==> config.mk <==
export PLATFORM = sky130hd
export DESIGN_NAME = hsd_gate_ctl
export DESIGN_NICKNAME = d
export VERILOG_FILES = /design/src/rtl/hsd_gate_pkg.sv /design/src/rtl/hsd_retry_timer.sv /design/src/rtl/hsd_channel.sv /design/src/rtl/hsd_channel_bank.sv /design/src/rtl/hsd_gate_ctl.sv
export SDC_FILE = /design/constraint.sdc
export NUM_CORES = 1
export LEC_CHECK = 0
export BUFFER_PORTS_ARGS = -buffer_cell sky130_fd_sc_hd__buf_2
export CAP_MARGIN = 20
export CORE_ASPECT_RATIO = 0.75
export CORE_MARGIN = 8
export CORE_UTILIZATION = 28
export CTS_CLUSTER_DIAMETER = 100
export DETAILED_ROUTE_END_ITERATION = 16
export PLACE_DENSITY = 0.54
export SYNTH_ARGS = -nofsm -noshare
export SYNTH_HDL_FRONTEND = slang
export SYNTH_SLANG_ARGS = --single-unit
==> constraint.sdc <==
create_clock -name clk -period 2.88 [get_ports clk]
set_clock_uncertainty 0.2 [all_clocks]
set_input_delay 0.432 -clock clk [delete_from_list [all_inputs] [get_ports clk]]
set_output_delay 0.432 -clock clk [all_outputs]
set_load 0.01 [all_outputs]
==> src/rtl/hsd_gate_pkg.sv <==
package hsd_gate_pkg;
  // Strobes from the retry timebase to the channel datapath
  typedef struct packed {
    logic tick;      // one-cycle pulse every PRESC clocks
    logic windowOn;  // high during the retry on-window tick
  } retry_strb_t;
endpackage

==> src/rtl/hsd_retry_timer.sv <==
module hsd_retry_timer
  import hsd_gate_pkg::*;
#(
  parameter int PRESC  = 8,
  parameter int PERIOD = 64
) (
  input  logic        clk,
  input  logic        rstN,
  output retry_strb_t strb
);
  localparam int PW = (PRESC > 1) ? $clog2(PRESC) : 1;
  localparam int FW = $clog2(PERIOD);

  logic [PW-1:0] prescCnt;
  logic [FW-1:0] phase;
  logic          tickNow;

  assign tickNow = (prescCnt == PW'(PRESC - 1));

  always_ff @(posedge clk or negedge rstN) begin
    if (!rstN) begin
      prescCnt <= '0;
      phase    <= '0;
    end else begin
      prescCnt <= tickNow ? '0 : prescCnt + 1'b1;
      if (tickNow) phase <= (phase == FW'(PERIOD - 1)) ? '0 : phase + 1'b1;
    end
  end

  assign strb.tick     = tickNow;
  assign strb.windowOn = (phase == '0);

  generate
    if (PRESC > 1) begin : g_spacing

      tick_spacing_chk: assert property (@(posedge clk) disable iff (!rstN)
        strb.tick |=> !strb.tick);
    end
  endgenerate
endmodule

==> src/rtl/hsd_channel.sv <==
module hsd_channel
  import hsd_gate_pkg::*;
#(
  parameter int BLANK_W = 8
) (
  input  logic               clk,
  input  logic               rstN,
  input  retry_strb_t        strb,
  input  logic [BLANK_W-1:0] blankLimit,
  input  logic               cmd,
  input  logic               pwmOk,
  input  logic               kill,
  input  logic               drainHigh,
  output logic               gateEn,
  output logic               fault
);
  localparam logic [BLANK_W-1:0] CNT_MAX = {BLANK_W{1'b1}};

  logic [BLANK_W-1:0] blankCnt;
  logic               shortLatched;
  logic               openFlag;
  logic               gateNext;
  logic               settled;
  logic               shortDet;
  logic               openDet;
  logic               retryPass;

  assign gateNext  = !kill && cmd && pwmOk && (!shortLatched || strb.windowOn);
  assign settled   = (blankCnt >= blankLimit);
  assign shortDet  = gateEn && drainHigh && settled;
  assign openDet   = !cmd && !gateEn && !drainHigh && settled;
  assign retryPass = strb.windowOn && strb.tick && gateEn && !drainHigh;

  always_ff @(posedge clk or negedge rstN) begin
    if (!rstN) begin
      gateEn       <= 1'b0;
      blankCnt     <= '0;
      shortLatched <= 1'b0;
      openFlag     <= 1'b0;
    end else begin
      gateEn <= gateNext;
      if (gateNext != gateEn)    blankCnt <= '0;
      else if (blankCnt != CNT_MAX) blankCnt <= blankCnt + 1'b1;
      if (!cmd)                          shortLatched <= 1'b0;
      else if (shortLatched && retryPass) shortLatched <= 1'b0;
      else if (shortDet)                 shortLatched <= 1'b1;
      openFlag <= openDet;
    end
  end

  assign fault = shortLatched | openFlag;


  kill_gate_chk: assert property (@(posedge clk) disable iff (!rstN)
    kill |=> !gateEn);


  retry_window_chk: assert property (@(posedge clk) disable iff (!rstN)
    (shortLatched && !strb.windowOn) |=> !gateEn);


  latch_origin_chk: assert property (@(posedge clk) disable iff (!rstN)
    $rose(shortLatched) |-> $past(gateEn && drainHigh));


  open_gate_off_chk: assert property (@(posedge clk) disable iff (!rstN)
    (fault && !shortLatched) |-> !gateEn);
endmodule

==> src/rtl/hsd_channel_bank.sv <==
module hsd_channel_bank
  import hsd_gate_pkg::*;
#(
  parameter int NCH     = 6,
  parameter int BLANK_W = 8
) (
  input  logic               clk,
  input  logic               rstN,
  input  retry_strb_t        strb,
  input  logic [BLANK_W-1:0] blankLimit,
  input  logic [NCH-1:0]     serialCmd,
  input  logic [NCH-1:0]     parIn,
  input  logic               selParallel,
  input  logic               pwmLow,
  input  logic               pwmHigh,
  input  logic [NCH-1:0]     drainHigh,
  input  logic               overVolt,
  input  logic               logicLow,
  output logic [NCH-1:0]     gateEn,
  output logic [NCH-1:0]     fault
);
  logic [NCH-1:0] cmdVec;
  logic [NCH-1:0] pwmVec;
  logic           kill;

  assign cmdVec = selParallel ? parIn : serialCmd;
  assign kill   = overVolt | logicLow;

  generate
    for (genvar i = 0; i < NCH; i++) begin : g_ch
      if (i < 2) begin : g_grpLow
        assign pwmVec[i] = pwmLow;
      end else if (i >= NCH - 2) begin : g_grpHigh
        assign pwmVec[i] = pwmHigh;
      end else begin : g_direct
        assign pwmVec[i] = 1'b1;
      end

      hsd_channel #(.BLANK_W(BLANK_W)) u_ch (
        .clk        (clk),
        .rstN       (rstN),
        .strb       (strb),
        .blankLimit (blankLimit),
        .cmd        (cmdVec[i]),
        .pwmOk      (pwmVec[i]),
        .kill       (kill),
        .drainHigh  (drainHigh[i]),
        .gateEn     (gateEn[i]),
        .fault      (fault[i])
      );
    end
  endgenerate


  supply_kill_chk: assert property (@(posedge clk) disable iff (!rstN)
    logicLow |=> (gateEn == '0));
endmodule

==> src/rtl/hsd_gate_ctl.sv <==
module hsd_gate_ctl
  import hsd_gate_pkg::*;
#(
  parameter int NCH     = 6,
  parameter int BLANK_W = 8,
  parameter int PRESC   = 8,
  parameter int PERIOD  = 64
) (
  input  logic               clk,
  input  logic               rstN,
  input  logic [BLANK_W-1:0] blankLimit,
  input  logic [NCH-1:0]     serialCmd,
  input  logic [NCH-1:0]     parIn,
  input  logic               selParallel,
  input  logic               pwmLow,
  input  logic               pwmHigh,
  input  logic [NCH-1:0]     drainHigh,
  input  logic               overVolt,
  input  logic               logicLow,
  output logic [NCH-1:0]     gateEn,
  output logic [NCH-1:0]     fault
);
  retry_strb_t strb;

  hsd_retry_timer #(.PRESC(PRESC), .PERIOD(PERIOD)) u_timer (
    .clk  (clk),
    .rstN (rstN),
    .strb (strb)
  );

  hsd_channel_bank #(.NCH(NCH), .BLANK_W(BLANK_W)) u_bank (
    .clk         (clk),
    .rstN        (rstN),
    .strb        (strb),
    .blankLimit  (blankLimit),
    .serialCmd   (serialCmd),
    .parIn       (parIn),
    .selParallel (selParallel),
    .pwmLow      (pwmLow),
    .pwmHigh     (pwmHigh),
    .drainHigh   (drainHigh),
    .overVolt    (overVolt),
    .logicLow    (logicLow),
    .gateEn      (gateEn),
    .fault       (fault)
  );
endmodule

==> qor.txt, run 1 <==
Status - finished, final reports clean
Drt pass-1 iters - 4
Die height - 133 um
Hold Crit Class - in -> reg
CTS tree - built
Initial Utilization - 0.287
Sequential fraction of design power - 0.414
Initial antenna violation count - 0
Main flop type after synthesis - dfrtp_1
Clock power frac - 0.317
Peak VDD IR - 0.301 mV
FP Rows - 42
Register bit count reported by yosys - 75
Die area - 22800 um^2
Post-DP Area - 5530 um^2
Fmax achieved - 0.396 GHz
Crit-path cells - inv_1 > ha_1 > or4b_1 > nand3b_1 > o311ai_0 > o31ai_1
Layout cells sized above 1 - 0.156
Clk_lat worst skew - 0.33 ns
Clk pin slew, worst setup/hold paths - 0.06 ns
Syn_area_per_cell - 9.79 um^2
Die Wd - 172 um
Synth Net Count - 612
Syn. warnings - 0
Global-route wire length before repair - 21.0 mm
Vias post-DR - 4067
Critical path's largest stage delay - 0.61 ns
Netlist cell types - 47
Grt ovf - 0
Total leakage power - 2.56 nW
Critical path class - reg -> reg
H-tree levels - 3
DP HPWL - 9.73 mm
Crit path capture type - flop
GRT Total Usage - 0.115
Cell Pwr Density - 641 nW/um^2
Final period utilization - 0.877
Clk sink count - 75
CP max FO - 7
RSZ-0062 raised after global routing - no
Max Slew Vio Count - 0
Comb power frac - 0.269
Port buffer count - 44
Post-layout min period - 2.53 ns
Syn Inst Count - 521
Post-synthesis sequential area ratio - 0.368
Overall power - 3.76 mW
Worst reg2reg startpoint - u_timer.phase[0]$_DFFE_PN0N_
WL final - 12.6 mm
DR vias/cell - 5.05
Antenna cells - 0
Core Area - 17800 um^2
Layout area overhead - 14.9%
Nets - 651
Fillers - 1814
Vias in the first global route - 4055
CTS buffer count - 9
Top Ports - 45
Pre-CTS WS - 0.352 ns
Max Cap Viol - 0
Clock Path Buffers - 2
Slew @ Worst Pin - 0.655 ns
# setup viols final - 0
Worst setup SP type - flop
Hold Crit Start - drainHigh[2]
Commonest non-fill, non-tap cell in the layout - dfrtp_1
DRT antenna net count - 0
Reg2Reg Depth - 6
Relative slew slack - 0.563
CTS hold repair buffers - 1
Post-CTS resize count - 0
Worst Path Arrival - 2.52 ns
Largest net degree at the start of global routing - 40
Layout Cells excl Fill - 806
Final Hold Vio Count - 0
CTS Root Cell - clkbuf_16
Final GP Congestion - 0.816
Worst Hold Depth - 2
Int Pwr - 2.50 mW
Post-route cell area - 5860 um^2
Switch share - 0.335
Required @ worst endpoint - 2.88 ns
Wirelength per Cell - 15.7 um
Setup WS post-layout - 0.355 ns
Initial DRC Count - 224
CP max stage cell - or4b_1
Placed insts - 790
Post-synth EDFFs - 0
Worst setup path start - u_timer.phase[0]$_DFFE_PN0N_
Post-route setup TNS - 0 ns
Residual DRC - 0
Synth async-reset ratio - 1.00
Post-layout util - 0.330
Worst hold margin - 0.0855 ns
Switching power - 1.26 mW
Mapped cell area - 5100 um^2
# Post-CTS Setup Buffers - 0
Commonest non-fill, non-tap cells in the layout - dfrtp_1, ha_1, nor3_1
[area by class of cell]
cell class / count / area (um^2) / area share
clock buffer: 14 / 284 / 0.0485
clock inverter: 1 / 30.0 / 0.00513
inverter: 24 / 90.1 / 0.0154
multi-input combinational: 403 / 3010 / 0.515
sequential: 75 / 1880 / 0.320
tap: 242 / 303 / 0.0517
timing repair buffer: 47 / 260 / 0.0444
[synth_stat cells, drive strengths merged (2+ instances only)]
| cell type | instances | area (um^2) |
|---|---|---|
| dfrtp | 75 | 1880 |
| ha | 58 | 726 |
| nor3 | 45 | 225 |
| nand2 | 36 | 135 |
| nor2 | 33 | 124 |
| o21ai | 26 | 130 |
| inv | 24 | 90.1 |
| nand3 | 18 | 90.1 |
| nor4 | 18 | 191 |
| mux2i | 17 | 170 |
| a21oi | 16 | 80.1 |
| buf | 15 | 104 |
| a31oi | 14 | 87.6 |
| nand2b | 13 | 81.3 |
| xnor2 | 13 | 114 |
| xor2 | 10 | 87.6 |
| and3 | 9 | 56.3 |
| nand4 | 8 | 50.1 |
| o311ai | 8 | 70.1 |
| a2111oi | 7 | 98.9 |
| a2111o | 6 | 67.6 |
| mux2 | 6 | 67.6 |
| or2 | 6 | 37.5 |
| o31ai | 5 | 37.5 |
| and2 | 4 | 25.0 |
| clkbuf | 4 | 15.0 |
| nor4b | 4 | 35.0 |
| o21a | 4 | 37.5 |
| o31a | 4 | 70.1 |
| o211ai | 3 | 22.5 |
| a211oi | 2 | 15.0 |
| nor3b | 2 | 15.0 |
| o2111ai | 2 | 17.5 |
[routing by layer]
metal | vias up | global-route usage | wire length [um]
li1 | 2021 | - | -
met1 | 1973 | 0.151 | 6070
met2 | 63 | 0.187 | 5930
met3 | 10 | 0.0264 | 513
met4 | 0 | 0.0282 | 124
met5 | - | 0 | 0
[cells by family after synthesis]
group                    synth area share
AND/OR/NAND/NOR                     0.215
AO/OA/AOI/OAI                       0.147
flip-flops                          0.368
adder cells (fa/ha/maj)             0.142
buffers and inverters              0.0410
XOR/XNOR                           0.0395
multiplexers                       0.0466
[worst max-delay path: cells and delay by family (launching register included)]
| family | cells | cell delay, ns |
|---|---|---|
| AOI/OAI and AO/OA | 2 | 0.52 |
| and+or+nand+nor | 2 | 1.03 |
| DFF | 1 | 0.43 |
| adders and majority gates | 1 | 0.14 |
| buffers and inverters | 1 | 0.08 |
[power by group through the flow]
stage                     Sequential, mW  Clock, mW  Combinational [mW]
after global routing                1.59       1.27                1.17
after global placement              1.56          0               0.959
after floorplan                     1.49          0               0.775
final                               1.56       1.19                1.01
after CTS                           1.55       1.22                1.02
after detailed placement            1.57          0                1.01
[final timing paths]
kind / slack, ns / to
setup / recovery: 0.35 / u_bank.g_ch[3].u_ch.shortLatched$_DFFE_PN0P_
hold / removal: 0.09 / u_bank.g_ch[2].u_ch.openFlag$_DFF_PN0_
setup reg to reg: 0.35 / u_bank.g_ch[3].u_ch.shortLatched$_DFFE_PN0P_
hold reg to reg: 0.23 / u_timer.prescCnt[0]$_DFF_PN0_
max in group asynchronous: 1.46 / u_bank.g_ch[5].u_ch.openFlag$_DFF_PN0_
min in group asynchronous: 0.43 / u_bank.g_ch[0].u_ch.blankCnt[3]$_DFFE_PN0P_
[sequential cells by signal, indices dropped and copies added (netlist names)]
signal / count
u_bank.g_ch.u_ch.gateEn: 6
u_timer.phase: 6
u_timer.prescCnt: 3
u_bank.g_ch.u_ch.shortLatched: 6
u_bank.g_ch.u_ch.blankCnt: 48
u_bank.g_ch.u_ch.openFlag: 6
Power figures use the tool's default switching activity.
==> run 2: changes to the inputs <==
CORE_MARGIN = default   (was 8)
SYNTH_HIERARCHICAL = 1   (was default)
==> qor.txt, run 2 <==
Status - finished, final reports clean
Initial antenna violation count - 0 (unchanged)
Overall power - 3.81 mW (+1.3%)
Worst hold margin - 0.0735 ns (-0.0120 ns)
Pre-CTS WS - 0.635 ns (+0.282 ns)
Post-synth EDFFs - 0 (unchanged)
Wirelength per Cell - 14.4 um (-7.9%)
CP max FO - 12 (+5)
Max Slew Vio Count - 0 (unchanged)
Final GP Congestion - 0.822 (+0.72%)
Largest area contributor in the netlist - dfrtp_1
Footprint of the multi-input gates - 3000 um^2 (-0.62%)
Relative slew slack - 0.554 (-0.00927)
Initial DRC Count - 158 (-29%)
Initial Utilization - 0.287 (about the same)
Post-synthesis sequential area ratio - 0.369 (+0.000996)
Hold Crit Class - in -> reg
Commonest non-fill, non-tap cells in the layout - dfrtp_1, ha_1, nor2_1
Required @ worst endpoint - 2.88 ns (about the same)
Post-route cell area - 5920 um^2 (+1.0%)
Post-CTS resize count - 0 (unchanged)
Antenna cells - 0 (unchanged)
Syn. warnings - 6 (+6)
Post-route setup TNS - 0 ns (unchanged)
Mapped cell area - 5090 um^2 (-0.27%)
Clk sink count - 75 (unchanged)
Commonest cells post-synth - dfrtp_1, ha_1, nor2_1
CTS Root Cell - clkbuf_16
Worst setup SP type - flop
Dominant cells by area after synthesis - dfrtp_1, ha_1, nor2_1
H-tree levels - 3 (unchanged)
Clk pin slew, worst setup/hold paths - 0.06 ns (about the same)
Residual DRC - 0 (unchanged)
Post-layout util - 0.334 (+0.00430)
Die area - 18700 um^2 (-18%)
Port buffer count - 44 (unchanged)
Total leakage power - 2.98 nW (+16%)
WL final - 11.8 mm (-6.3%)
Clock Path Buffers - 2 (unchanged)
Global-route wire length before repair - 20.1 mm (-4.6%)
Share of the synthesized area in the top cell type - 0.369 (+0.000996)
GRT Total Usage - 0.139 (+0.0244)
Syn_area_per_cell - 9.86 um^2 (+0.70%)
Nets - 664 (+2.0%)
Fillers - 1780 (-1.9%)
Main flop type after synthesis - dfrtp_1
DRT antenna net count - 0 (unchanged)
Die Wd - 158 um (-8.3%)
Max reg flops - 48 (unchanged)
Cell Pwr Density - 643 nW/um^2 (+0.34%)
CTS buffer count - 9 (unchanged)
Top Ports - 45 (unchanged)
Netlist cell types - 36 (-23%)
Post-DP Area - 5610 um^2 (+1.4%)
Register bit count reported by yosys - 75 (unchanged)
Layout Cells excl Fill - 820 (+1.7%)
Core Area - 17700 um^2 (-0.30%)
Drt pass-1 iters - 5 (+1)
Crit path capture type - flop
# setup viols final - 0 (unchanged)
Setup WS post-layout - 0.599 ns (+0.244 ns)
DP HPWL - 8.95 mm (-8.1%)
Syn Inst Count - 516 (-0.96%)
Layout area overhead - 16.3%
Critical path class - reg -> reg
Grt ovf - 0 (unchanged)
Placed insts - 803 (+1.6%)
Reg area - 1880 um^2 (unchanged)
DR vias/cell - 4.77 (-5.5%)
Layout cells sized above 1 - 0.215 (+0.0585)
Largest net degree at the start of global routing - 43 (+7.5%)
Worst Path Arrival - 2.28 ns (-0.24 ns)
Most frequent cell after synthesis - dfrtp_1
Most flops, register - u_bank/g_ch.u_ch/blankCnt
Die height - 119 um (-11%)
Fmax achieved - 0.438 GHz (+11%)
Vias post-DR - 3912 (-3.8%)
Final period utilization - 0.792 (-0.0848)
Final Hold Vio Count - 0 (unchanged)
Slew @ Worst Pin - 0.669 ns (+0.0139 ns)
Peak VDD IR - 0.303 mV (+0.53%)
Commonest non-fill, non-tap cell in the layout - dfrtp_1
Post-layout min period - 2.28 ns (-0.244 ns)
RSZ-0062 raised after global routing - no
Synth async-reset ratio - 1.00 (unchanged)
Clk_lat worst skew - 0.34 ns (about the same)
Max Cap Viol - 0 (unchanged)
CTS tree - built
FP Rows - 42 (unchanged)
Vias in the first global route - 3960 (-2.3%)
[run 2: kinds of logic after synthesis]
group	count (synthesis)	share of synthesized area
flip-flops	75	0.369
buffers and inverters	54	0.0428
other	1	0.000737
AND/OR/NAND/NOR	217	0.276
adder cells (fa/ha/maj)	58	0.143
multiplexers	12	0.0295
XOR/XNOR	20	0.0433
AO/OA/AOI/OAI	79	0.0964
[run 2: final timing paths]
kind | start | end | slack, ns | cells past startpoint
max in group asynchronous | rstN | u_bank/g_ch[1].u_ch/blankCnt[7]$_DFFE_PN0P_ | 1.37 | 3
worst min-delay path | drainHigh[3] | u_bank/g_ch[3].u_ch/openFlag$_DFF_PN0_ | 0.07 | 2
worst max register to register | u_timer/phase[5]$_DFFE_PN0P_ | u_bank/g_ch[1].u_ch/blankCnt[7]$_DFFE_PN0P_ | 0.60 | 7
worst min register to register | u_timer/prescCnt[0]$_DFF_PN0_ | u_timer/prescCnt[0]$_DFF_PN0_ | 0.24 | 1
min in group asynchronous | rstN | u_timer/prescCnt[0]$_DFF_PN0_ | 0.42 | 2
worst max-delay path | u_timer/phase[5]$_DFFE_PN0P_ | u_bank/g_ch[1].u_ch/blankCnt[7]$_DFFE_PN0P_ | 0.60 | 7
[run 2: final cells by class]
type | count | area share
inverter | 51 | 0.0324
clock buffer | 11 | 0.0410
clock inverter | 5 | 0.00888
sequential | 75 | 0.317
timing repair buffer | 48 | 0.0431
multi-input combinational | 388 | 0.506
tap | 242 | 0.0512
[run 2: power by group]
group / internal (mW) / leakage [nW] / switching, mW
registers: 1.27 / 0.978 / 0.338
logic: 0.493 / 1.86 / 0.570
clock network: 0.690 / 0.145 / 0.445
[run 2: repair_timing]
action	in CTS	in global routing
endpoints found under the hold margin	40	0
hold buffers	1	0
buffers inserted	0	0
[run 2: critical path, cell delays in order, from the launching register on]
cell	delay [ns]
dfrtp_1	0.42
nor4_1	0.29
and2_1	0.17
buf_4	0.22
nor2b_1	0.10
nor3_4	0.22
xor2_2	0.40
nor3_1	0.12
[run 2: layer usage]
| layer | track usage | part of all wire | vias up |
|---|---|---|---|
| met5 | 0 | 0 | - |
| met4 | 0.0376 | 0.010 | 0 |
| met3 | 0.0367 | 0.029 | 9 |
| met2 | 0.221 | 0.48 | 52 |
| met1 | 0.185 | 0.48 | 1885 |
| li1 | - | - | 1966 |
==> run 3: changes to the inputs <==
PLACE_DENSITY = 0.55   (was 0.54)
clock period = 2 ns   (was 2.88 ns; I/O delays follow)
==> qor.txt, run 3 (synthesized netlist as in run 2, its figures left out) <==
Status - finished, final reports clean
Most flops, register - u_bank/g_ch.u_ch/blankCnt
Stages on worst setup path - 7 (unchanged)
Placed insts - 823 (+2.5%)
Clk pin slew, worst setup/hold paths - 0.06 ns (about the same)
Initial antenna violation count - 0 (unchanged)
CTS tree - built
Wirelength per Cell - 15.4 um (+6.8%)
Final Hold Vio Count - 0 (unchanged)
CTS buffer count - 9 (unchanged)
H-tree levels - 3 (unchanged)
Worst path top cell family by delay - simple AND/OR/NAND/NOR gates
Critical Path End - u_bank/g_ch[4].u_ch/blankCnt[4]$_DFFE_PN0P_
Vias post-DR - 4194 (+7.2%)
RSZ-0062 raised after global routing - yes
GR peak layer - met2
Worst setup SP type - flop
Post-layout min period - 1.99 ns (-0.294 ns)
Post-route cell area - 6290 um^2 (+6.3%)
# setup viols final - 0 (unchanged)
Max Slew Vio Count - 0 (unchanged)
Nets - 696 (+4.8%)
Layout cells sized above 1 - 0.264 (+0.0494)
GR Layer Usage met2 - 0.232 (+0.0107)
CP max FO - 8 (-4)
Worst hold margin - 0.0706 ns (-0.00289 ns)
Layout area overhead - 23.7%
Max reg flops - 48 (unchanged)
Footprint of the multi-input gates - 3090 um^2 (+3.3%)
Core Area - 17700 um^2 (unchanged)
Initial Utilization - 0.287 (unchanged)
Final GP Congestion - 0.818 (-0.41%)
Die height - 119 um (unchanged)
Final period utilization - 0.993 (+0.201)
Antenna cells - 0 (unchanged)
Die area - 18700 um^2 (unchanged)
Post-layout util - 0.355 (+0.0211)
RR Endpoint - u_bank/g_ch[4].u_ch/blankCnt[4]$_DFFE_PN0P_
Layout Cells excl Fill - 852 (+3.9%)
Top Ports - 45 (unchanged)
Grt ovf - 0 (unchanged)
Commonest non-fill, non-tap cells in the layout - dfrtp_1, ha_1, nor2_1
CP max stage cell - dfrtp_1
Clk_lat worst skew - 0.34 ns (about the same)
Clock Path Buffers - 2 (unchanged)
Crit-path cells - nor4_4 > and2_4 > nor2b_1 > nor3_4 > xor2_2 > buf_6 > nor2_1
Largest net degree at the start of global routing - 31 (-28%)
Clk sink count - 75 (unchanged)
Hold Crit Class - in -> reg
Worst Path Arrival - 2.01 ns (-0.27 ns)
Global-route wire length before repair - 21.3 mm (+6.1%)
Worst setup path start - u_timer/phase[4]$_DFFE_PN0P_
Reg2Reg Depth - 7 (unchanged)
Peak VDD IR - 0.430 mV (+42%)
Die Wd - 158 um (unchanged)
Flop-to-flop setup slack - 0.01 ns (-0.59 ns)
Required @ worst endpoint - 2.02 ns (-0.86 ns)
Reg area - 1880 um^2 (unchanged)
Fillers - 1765 (-0.84%)
Fmax achieved - 0.503 GHz (+15%)
Buffers & Inverters on Critical Path - 1 (unchanged)
FP Rows - 42 (unchanged)
Critical path class - reg -> reg
Worst reg2reg startpoint - u_timer/phase[4]$_DFFE_PN0P_
WL final - 13.1 mm (+11%)
DRT antenna net count - 0 (unchanged)
DR vias/cell - 4.92 (+3.2%)
Met1 usage - 0.208 (+0.0224)
Initial DRC Count - 429 (+170%)
Cell Pwr Density - 907 nW/um^2 (+41%)
Commonest non-fill, non-tap cell in the layout - dfrtp_1
Total leakage power - 3.19 nW (+6.9%)
Post-DP Area - 5780 um^2 (+2.9%)
Vias in the first global route - 4054 (+2.4%)
DP HPWL - 9.66 mm (+8.0%)
Critical path's largest stage delay - 0.41 ns (about the same)
Crit path capture type - flop
CTS Root Cell - clkbuf_16
Residual DRC - 0 (unchanged)
Met3 usage - 0.0367 (unchanged)
Port buffer count - 44 (unchanged)
Drt pass-1 iters - 5 (unchanged)
Max Cap Viol - 0 (unchanged)
GRT Total Usage - 0.149 (+0.00967)
[run 3: cell count changes in the layout (fill, tap and decap cells not counted), moves of 3 or more]
cell and delta:
a2111oi_0 -5, buf_6 +6, nor3_1 -9, a2111oi_2 +3, dlygate4sd3_1 +6, buf_4 +18, nor3_2 +8, clkbuf_1 +3
[run 3: worst min-delay path: stages]
cell and delay, ns:
buf_2 0.07, mux2_4 0.15, nor4_1 0.05
[run 3: worst min-delay path by stage]
stage,startpoint,to,cells after the start
2_1_floorplan,rstN,u_bank/g_ch[0].u_ch/blankCnt[0]$_DFFE_PN0P_,0
3_3_place_gp,rstN,u_bank/g_ch[5].u_ch/blankCnt[5]$_DFFE_PN0P_,1
3_5_place_dp,rstN,u_bank/g_ch[5].u_ch/blankCnt[6]$_DFFE_PN0P_,1
4_1_cts,serialCmd[5],u_bank/g_ch[5].u_ch/openFlag$_DFF_PN0_,3
5_1_grt,parIn[5],u_bank/g_ch[5].u_ch/openFlag$_DFF_PN0_,3
6_report,serialCmd[5],u_bank/g_ch[5].u_ch/openFlag$_DFF_PN0_,3
[run 3: power breakdown]
part / total [mW] / internal [mW] / switching, mW / leakage (nW)
clock: 1.64 / 1.00 / 0.635 / 0.141
sequential: 2.31 / 1.83 / 0.484 / 0.978
combinational: 1.75 / 0.831 / 0.924 / 2.07
total: 5.70 / 3.66 / 2.04 / 3.19
[run 3: what timing repair did]
item,4_1_cts,5_1_grt
pin swaps,7,7
gates cloned,1,0
endpoints found under the setup margin,49,55
buffers inserted,1,4
endpoints found under the hold margin,81,0
hold buffers,7,0
resized for setup,4,23
[run 3: per-stage QoR]
stage	TNS, ns	power, mW	setup WS [ns]
after floorplan	0	3.37	0.0779
after global placement	-0.0000976	3.81	-0.0000976
after detailed placement	-1.95	3.94	-0.0924
after CTS	0	5.63	0.00620
after global routing	-1.68	6.11	-0.0885
final	0	5.70	0.0132
[run 3: layer usage]
| metal | routed length [um] | up-vias |
|---|---|---|
| met3 | 492 | 8 |
| met4 | 100 | 0 |
| met5 | 0 | - |
| met1 | 6440 | 2087 |
| li1 | - | 2031 |
| met2 | 6100 | 68 |
[run 3: cell type report]
class	count	share of cell area
multi-input combinational	389	0.492
sequential	75	0.298
clock buffer	14	0.0404
tap	242	0.0481
timing repair buffer	79	0.0855
clock inverter	2	0.00557
inverter	51	0.0304
